$ cat src/rtl/ldpc_ms_pkg.sv
package ldpc_ms_pkg;

  localparam int LLR_W  = 6;
  localparam int WIDE_W = 10;

  typedef logic signed [LLR_W-1:0] llr_t;
  typedef logic [LLR_W-2:0]        mag_t;
  typedef logic signed [WIDE_W-1:0] wide_t;

  typedef enum logic [2:0] {
    ST_IDLE,
    ST_INIT,
    ST_CN,
    ST_VN,
    ST_CHECK,
    ST_DONE
  } phase_e;

  localparam mag_t MAG_CAP = '1;
  localparam llr_t LLR_MAX = {1'b0, {(LLR_W-1){1'b1}}};
  localparam llr_t LLR_MIN = {1'b1, {(LLR_W-1){1'b0}}};

  // sign-extend a message to the accumulator width
  function automatic wide_t widen(input llr_t x);
    widen = {{(WIDE_W-LLR_W){x[LLR_W-1]}}, x};
  endfunction

  // saturate: the bits above the narrow sign must all copy the wide sign
  function automatic llr_t clip_wide(input wide_t v);
    logic ovf;
    ovf = (v[WIDE_W-1:LLR_W-1] != {(WIDE_W-LLR_W+1){v[WIDE_W-1]}});
    if (ovf)
      clip_wide = v[WIDE_W-1] ? LLR_MIN : LLR_MAX;
    else
      clip_wide = v[LLR_W-1:0];
  endfunction

  // magnitude, with the most negative code clamped to the largest magnitude
  function automatic mag_t llr_mag(input llr_t x);
    llr_t neg;
    neg = -x;
    if (x == LLR_MIN)
      llr_mag = MAG_CAP;
    else if (x[LLR_W-1])
      llr_mag = neg[LLR_W-2:0];
    else
      llr_mag = x[LLR_W-2:0];
  endfunction

  function automatic llr_t signed_mag(input logic neg, input mag_t m);
    llr_t pos;
    pos = {1'b0, m};
    signed_mag = neg ? -pos : pos;
  endfunction

endpackage

$ cat src/rtl/ldpc_ms_cn_unit.sv
module ldpc_ms_cn_unit
  import ldpc_ms_pkg::*;
#(
  parameter int NV = 8
) (
  input  logic [NV-1:0]       edge_mask,
  input  logic [NV*LLR_W-1:0] v2c_flat,
  output logic [NV*LLR_W-1:0] c2v_flat
);

  mag_t          mag [NV];
  logic [NV-1:0] sgn;

  for (genvar i = 0; i < NV; i++) begin : g_in
    assign mag[i] = llr_mag(v2c_flat[i*LLR_W +: LLR_W]);
    assign sgn[i] = v2c_flat[i*LLR_W + LLR_W - 1];
  end

  for (genvar j = 0; j < NV; j++) begin : g_out
    mag_t best;
    logic par;
    always_comb begin
      best = MAG_CAP;
      par  = 1'b0;
      for (int k = 0; k < NV; k++) begin
        if (k != j && edge_mask[k]) begin
          if (mag[k] < best) best = mag[k];
          par = par ^ sgn[k];
        end
      end
    end
    assign c2v_flat[j*LLR_W +: LLR_W] = edge_mask[j] ? signed_mag(par, best) : '0;
  end

endmodule

$ cat src/rtl/ldpc_ms_vn_unit.sv
module ldpc_ms_vn_unit
  import ldpc_ms_pkg::*;
#(
  parameter int NC = 4
) (
  input  llr_t                chan,
  input  logic [NC*LLR_W-1:0] c2v_col,
  output llr_t                post,
  output logic                sat_hit
);

  wide_t acc;

  always_comb begin
    acc = widen(chan);
    for (int c = 0; c < NC; c++)
      acc = acc + widen(c2v_col[c*LLR_W +: LLR_W]);
  end

  assign post    = clip_wide(acc);
  assign sat_hit = (acc > widen(LLR_MAX)) || (acc < widen(LLR_MIN));

endmodule

$ cat src/rtl/ldpc_ms_syndrome.sv
module ldpc_ms_syndrome #(
  parameter int NV = 8,
  parameter int NC = 4,
  parameter logic [NC*NV-1:0] HM = '0
) (
  input  logic [NV-1:0] bits,
  output logic [NC-1:0] syn
);

  for (genvar m = 0; m < NC; m++) begin : g_row
    assign syn[m] = ^(bits & HM[m*NV +: NV]);
  end

endmodule

$ cat src/rtl/ldpc_ms_iter_ctrl.sv
module ldpc_ms_iter_ctrl
  import ldpc_ms_pkg::*;
#(
  parameter int N_VAR    = 8,
  parameter int N_CHK    = 4,
  parameter int MAX_ITER = 8,
  parameter logic [N_CHK*N_VAR-1:0] H_ROWS = 32'h8B4D2E17,
  localparam int IT_W = $clog2(MAX_ITER+1)
) (
  input  logic                   clk,
  input  logic                   rst,
  input  logic                   start,
  input  logic [N_VAR*LLR_W-1:0] llr_in,
  output logic                   done,
  output logic                   converged,
  output logic [IT_W-1:0]        iter_used,
  output logic [N_VAR-1:0]       hard_dec
);

  phase_e          state;
  llr_t            chan_q [N_VAR];
  llr_t            post_q [N_VAR];
  llr_t            c2v_q  [N_CHK][N_VAR];
  logic            first_q;
  logic [IT_W-1:0] iter_q;
  logic [N_VAR-1:0] hard_q;
  logic            conv_q;

  // datapath nets between units
  logic [N_CHK-1:0][N_VAR*LLR_W-1:0] v2c_flat;
  logic [N_CHK-1:0][N_VAR*LLR_W-1:0] c2v_new_flat;
  logic [N_VAR-1:0][N_CHK*LLR_W-1:0] c2v_col;
  llr_t            post_w [N_VAR];
  logic [N_VAR-1:0] sat_w;
  logic [N_VAR-1:0] hard_w;
  logic [N_CHK-1:0] syn_w;

  // named events for the assertions
  logic ev_accept, ev_last_iter, ev_syn_even;
  assign ev_accept    = (state == ST_IDLE) && start;
  assign ev_syn_even  = (syn_w == '0);
  assign ev_last_iter = (iter_q == IT_W'(MAX_ITER-1));

  // edges: variable-to-check values, first iteration bypasses storage
  for (genvar gm = 0; gm < N_CHK; gm++) begin : g_chk
    for (genvar gn = 0; gn < N_VAR; gn++) begin : g_var
      llr_t prior;
      assign prior = first_q ? '0 : c2v_q[gm][gn];
      assign v2c_flat[gm][gn*LLR_W +: LLR_W] =
        H_ROWS[gm*N_VAR+gn] ? clip_wide(widen(post_q[gn]) - widen(prior)) : '0;
      assign c2v_col[gn][gm*LLR_W +: LLR_W] = c2v_q[gm][gn];
    end

    ldpc_ms_cn_unit #(.NV(N_VAR)) u_cn (
      .edge_mask (H_ROWS[gm*N_VAR +: N_VAR]),
      .v2c_flat  (v2c_flat[gm]),
      .c2v_flat  (c2v_new_flat[gm])
    );
  end

  for (genvar gn = 0; gn < N_VAR; gn++) begin : g_vn
    ldpc_ms_vn_unit #(.NC(N_CHK)) u_vn (
      .chan    (chan_q[gn]),
      .c2v_col (c2v_col[gn]),
      .post    (post_w[gn]),
      .sat_hit (sat_w[gn])
    );
    assign hard_w[gn] = post_q[gn][LLR_W-1];
  end

  ldpc_ms_syndrome #(.NV(N_VAR), .NC(N_CHK), .HM(H_ROWS)) u_syn (
    .bits (hard_w),
    .syn  (syn_w)
  );

  always_ff @(posedge clk) begin
    if (rst) begin
      state   <= ST_IDLE;
      first_q <= 1'b0;
      iter_q  <= '0;
      hard_q  <= '0;
      conv_q  <= 1'b0;
      for (int n = 0; n < N_VAR; n++) begin
        chan_q[n] <= '0;
        post_q[n] <= '0;
      end
      for (int m = 0; m < N_CHK; m++)
        for (int n = 0; n < N_VAR; n++)
          c2v_q[m][n] <= '0;
    end else begin
      case (state)
        ST_IDLE: begin
          if (start) begin
            state  <= ST_INIT;
            conv_q <= 1'b0;
            hard_q <= '0;
            iter_q <= '0;
            for (int n = 0; n < N_VAR; n++)
              chan_q[n] <= llr_in[n*LLR_W +: LLR_W];
          end
        end
        ST_INIT: begin
          state   <= ST_CN;
          first_q <= 1'b1;
          for (int n = 0; n < N_VAR; n++)
            post_q[n] <= chan_q[n];
          for (int m = 0; m < N_CHK; m++)
            for (int n = 0; n < N_VAR; n++)
              c2v_q[m][n] <= '0;
        end
        ST_CN: begin
          state <= ST_VN;
          for (int m = 0; m < N_CHK; m++)
            for (int n = 0; n < N_VAR; n++)
              c2v_q[m][n] <= c2v_new_flat[m][n*LLR_W +: LLR_W];
        end
        ST_VN: begin
          state   <= ST_CHECK;
          first_q <= 1'b0;
          for (int n = 0; n < N_VAR; n++)
            post_q[n] <= post_w[n];
        end
        ST_CHECK: begin
          iter_q <= iter_q + 1'b1;
          hard_q <= hard_w;
          conv_q <= ev_syn_even;
          state  <= (ev_syn_even || ev_last_iter) ? ST_DONE : ST_CN;
        end
        ST_DONE: state <= ST_IDLE;
        default: state <= ST_IDLE;
      endcase
    end
  end

  assign done      = (state == ST_DONE);
  assign converged = conv_q;
  assign iter_used = iter_q;
  assign hard_dec  = hard_q;

  // ---------------- assertions ----------------
  p_done_pulse_r9: assert property (@(posedge clk) disable iff (rst)
    done |=> !done);

  p_conv_at_done_r4: assert property (@(posedge clk) disable iff (rst)
    $rose(converged) |-> done);

  p_conv_clear_init_r6: assert property (@(posedge clk) disable iff (rst)
    (state == ST_INIT) |-> !converged);

  p_hold_idle_r6: assert property (@(posedge clk) disable iff (rst)
    ((state == ST_IDLE) && !start) |=>
      ($stable(converged) && $stable(hard_dec) && $stable(iter_used)));

  p_iter_cap_r5: assert property (@(posedge clk) disable iff (rst)
    iter_used <= IT_W'(MAX_ITER));

  p_early_stop_conv_r5: assert property (@(posedge clk) disable iff (rst)
    (done && (iter_used < IT_W'(MAX_ITER))) |-> converged);

  p_busy_start_r8: assert property (@(posedge clk) disable iff (rst)
    ((state != ST_IDLE) && start) |=> (state != ST_INIT));

  for (genvar gn = 0; gn < N_VAR; gn++) begin : g_sat_chk
    p_no_overflow_r3: assert property (@(posedge clk) disable iff (rst)
      ((state == ST_VN) && sat_w[gn]) |->
        ((post_w[gn] == LLR_MAX) || (post_w[gn] == LLR_MIN)));
  end

endmodule

$ cat config.mk
export PLATFORM = sky130hd
export DESIGN_NAME = ldpc_ms_iter_ctrl
export DESIGN_NICKNAME = d
export VERILOG_FILES = /design/src/rtl/ldpc_ms_pkg.sv /design/src/rtl/ldpc_ms_cn_unit.sv /design/src/rtl/ldpc_ms_vn_unit.sv /design/src/rtl/ldpc_ms_syndrome.sv /design/src/rtl/ldpc_ms_iter_ctrl.sv
export SDC_FILE = /design/constraint.sdc
export NUM_CORES = 1
export LEC_CHECK = 0
export ABC_CLOCK_PERIOD_IN_PS = 17900
export BUFFER_PORTS_ARGS = -buffer_cell sky130_fd_sc_hd__buf_2
export CAP_MARGIN = 15
export CORE_MARGIN = 1.5
export CORE_UTILIZATION = 70
export CTS_CLUSTER_DIAMETER = 60
export DETAILED_ROUTE_END_ITERATION = 8
export PLACE_DENSITY = 0.88
export REMOVE_ABC_BUFFERS = 1
export SYNTH_ARGS = -nofsm -noshare
export SYNTH_HDL_FRONTEND = slang
export SYNTH_SLANG_ARGS = --single-unit
$ cat constraint.sdc
create_clock -name clk -period 17.9 [get_ports clk]
set_input_delay 2.685 -clock clk [delete_from_list [all_inputs] [get_ports clk]]
set_output_delay 2.685 -clock clk [all_outputs]
set_load 0.05 [all_outputs]
==> impl_metrics.toml <==
[worst_setup_path]
critPathRequiredTime_ps = 18200
reg2reg_setup_slack_ps = 8940
crit_top_cell = "ha_1"
ff2ff_path_depth = 29
critPathLaunchType = "flop"
slowest_stage = "a2bb2oi_1"
startpoint = "first_q"
crit_fanout = 71
r2r_start = "first_q"
r2r_end = "c2v_q[1][28]"
critPathCaptureType = "flop"
slowest_delay_ps = 940
cp.arrival_ps = 9260
critPathKind = "reg -> reg"

[sta]
period_share_pct = 50.0
worstMarginPinSlew_ps = 1210
skew_ps = 12.8
finalSetupTns_ps = 0
slew_violations = 0
period_minus_slack_ps = 8960
slew_headroom_pct = 19.5
setup_viol_count_final = 0
fmax_mhz = 112
hold_viol_final = 0
finalWorstSetupSlack_ps = 8940
rsz0062_at_grt = "no"

[clock_tree]
clockRootBuffer = "clkbuf_16"
cts-hold-fix-buffers = 0
clkLatencyLatePin_ps = 580
clkSinkCount = 209
clk_path_buf_depth = 3
cts_setup_buffers = 0
clk_pin_slew_ps = 60
cts_made_buffers = 30
ctsHtreeMaxLevel = 1
cts_resized = 0
cts_tree = "built"

[placed_design]
place_ws_ps = 9200
place_hpwl_um = 59700
gp_congestion = 1.04
io_buffers = 64
dp.cells = 3629

[min_path]
hold_class = "reg -> reg"
worstHoldEndpoint = "iter_used[2]"
holdPathStages = 2
min_from = "iter_used[2]"

[logic_synthesis]
synth_area_leaders = "edfxtp_1 (22%), ha_1 (15%), a21oi_1 (4.3%), fa_1 (4.2%), nor2_1 (4.0%)"
synth_seq_cells = 209
synth_area_mm2 = 0.0264
async_reset_ff_share_pct = 0
synthCells = 3106
yosysTopAreaCellShare_pct = 21.8
ys_types = 107
synth_top_area_cell = "edfxtp_1"
ys_top_cells_by_count = "ha_1 (311), nor2_1 (282), nand2_1 (262)"
ys_seq_area_share_pct = 23.1
ys_warn_count = 0
synth.avg_cell_area_um2 = 8.50
synth_flop_cell = "edfxtp_1"
synth_edf_count = 192
synth.most_common_cell = "ha_1"

[finish]
multiInputGateArea_mm2 = 0.0192
layout-drive-gt1-share_pct = 7.36
fin_util_pct = 76.7
fill_cells = 2621
fin_cells = 3685
area.growth.synth_to_final_pct = 7.12
final_nets = 3575
seq_area_mm2 = 0.00611

[routing]
antenna_left = 0
vias = 24797
routed_via_density = 6.73
dr.first_iter.drc_count = 2403
drc = 0
dr.pass1.iters = 8
wirelength_um = 77800
wl_per_cell_um = 21.1

[die]
rows = 70
die_h_um = 197
io_pins = 65
die_area_mm2 = 0.0389
initial_core_util_pct = 71.6
core_mm2 = 0.0369
die_w_um = 197

[job]
maxCapViolations = 0

[grt]
grtUsageTotal_pct = 39.6
grt.overflow.total = 0
grt_max_degree = 72
grt_pass1_vias = 23745
antenna_found_initial = 2
grt_pass1_wl_um = 123000

[status]
status = "finished, final reports clean"
==> worst max-delay path, delay by kind of cell (launching register included) <==
family	cells	cell delay (ps)
buffers and inverters	2	860
adders and majority gates	5	1630
muxes	2	850
AOI/OAI and AO/OA	14	3770
and+or+nand+nor	6	1210
DFF	1	320
==> kinds of logic after synthesis <==
logic type | Yosys count | synth area share [%]
adders and majority gates | 372 | 19.2
buffers and inverters | 297 | 4.30
xor gates and xnor gates | 179 | 6.21
and+or+nand+nor | 1050 | 19.7
AOI/OAI and AO/OA | 887 | 23.0
DFF | 209 | 23.1
muxes | 112 | 4.42
==> layout make-up <==
type                            count  share of cell area, %
Timing Repair Buffer               79                   1.53
Sequential cell                   209                   21.6
Tap cell                          504                   2.23
Clock buffer                       33                   2.77
Antenna cell                        1                0.00885
Clock inverter                     22                  0.894
Inverter                          237                   3.15
Multi-Input combinational cell   2600                   67.8
==> metal layers <==
metal	track usage (%)	routed length, um
met5	0	0
met4	23.7	4900
met3	5.53	7000
met2	65.1	35200
met1	49.6	30800
==> sequential cells by signal, indices dropped and copies added (netlist names) <==
signal / count
post_q: 48
first_q: 1
converged: 1
hard_dec: 8
chan_q: 48
state: 3
iter_used: 4
c2v_q: 96
==> cells in the final DEF, fill, tap and decap left out, types with 33 or more instances in the layout <==
cell	netlist	layout
nor2_1	282	282
and2_1	66	66
o21ai_0	158	157
o21a_1	41	41
mux2i_1	79	79
a211oi_1	49	49
nor3_1	67	64
nand2_1	262	261
fa_1	56	56
inv_1	234	234
nor2b_1	88	88
a21o_1	89	89
nand3_1	63	63
a21oi_1	229	229
buf_2	9	64
nand2b_1	59	59
xnor2_1	112	112
ha_1	311	311
xor2_1	62	62
nor3b_1	33	33
edfxtp_1	192	192
==> metrics by stage <==
step,area (um^2),hold WS (ps)
6_report,28300,531
5_1_grt,28300,542
4_1_cts,28300,514
3_5_place_dp,27200,505
3_3_place_gp,27200,469
2_1_floorplan,26100,519
==> how the worst max path moves through the flow <==
stage | to | slack, ps | cells after the start
after floorplan | c2v_q[3][40] | 10280 | 34
after global placement | c2v_q[0][34] | 9450 | 35
after detailed placement | c2v_q[1][28] | 9200 | 29
after CTS | c2v_q[1][28] | 9150 | 29
after global routing | c2v_q[0][22] | 8260 | 35
final | c2v_q[1][28] | 8940 | 29
Power is left out: the tool's default activity adds up to more than one toggle a clock period on the data nets, which glitch-free logic cannot reach.
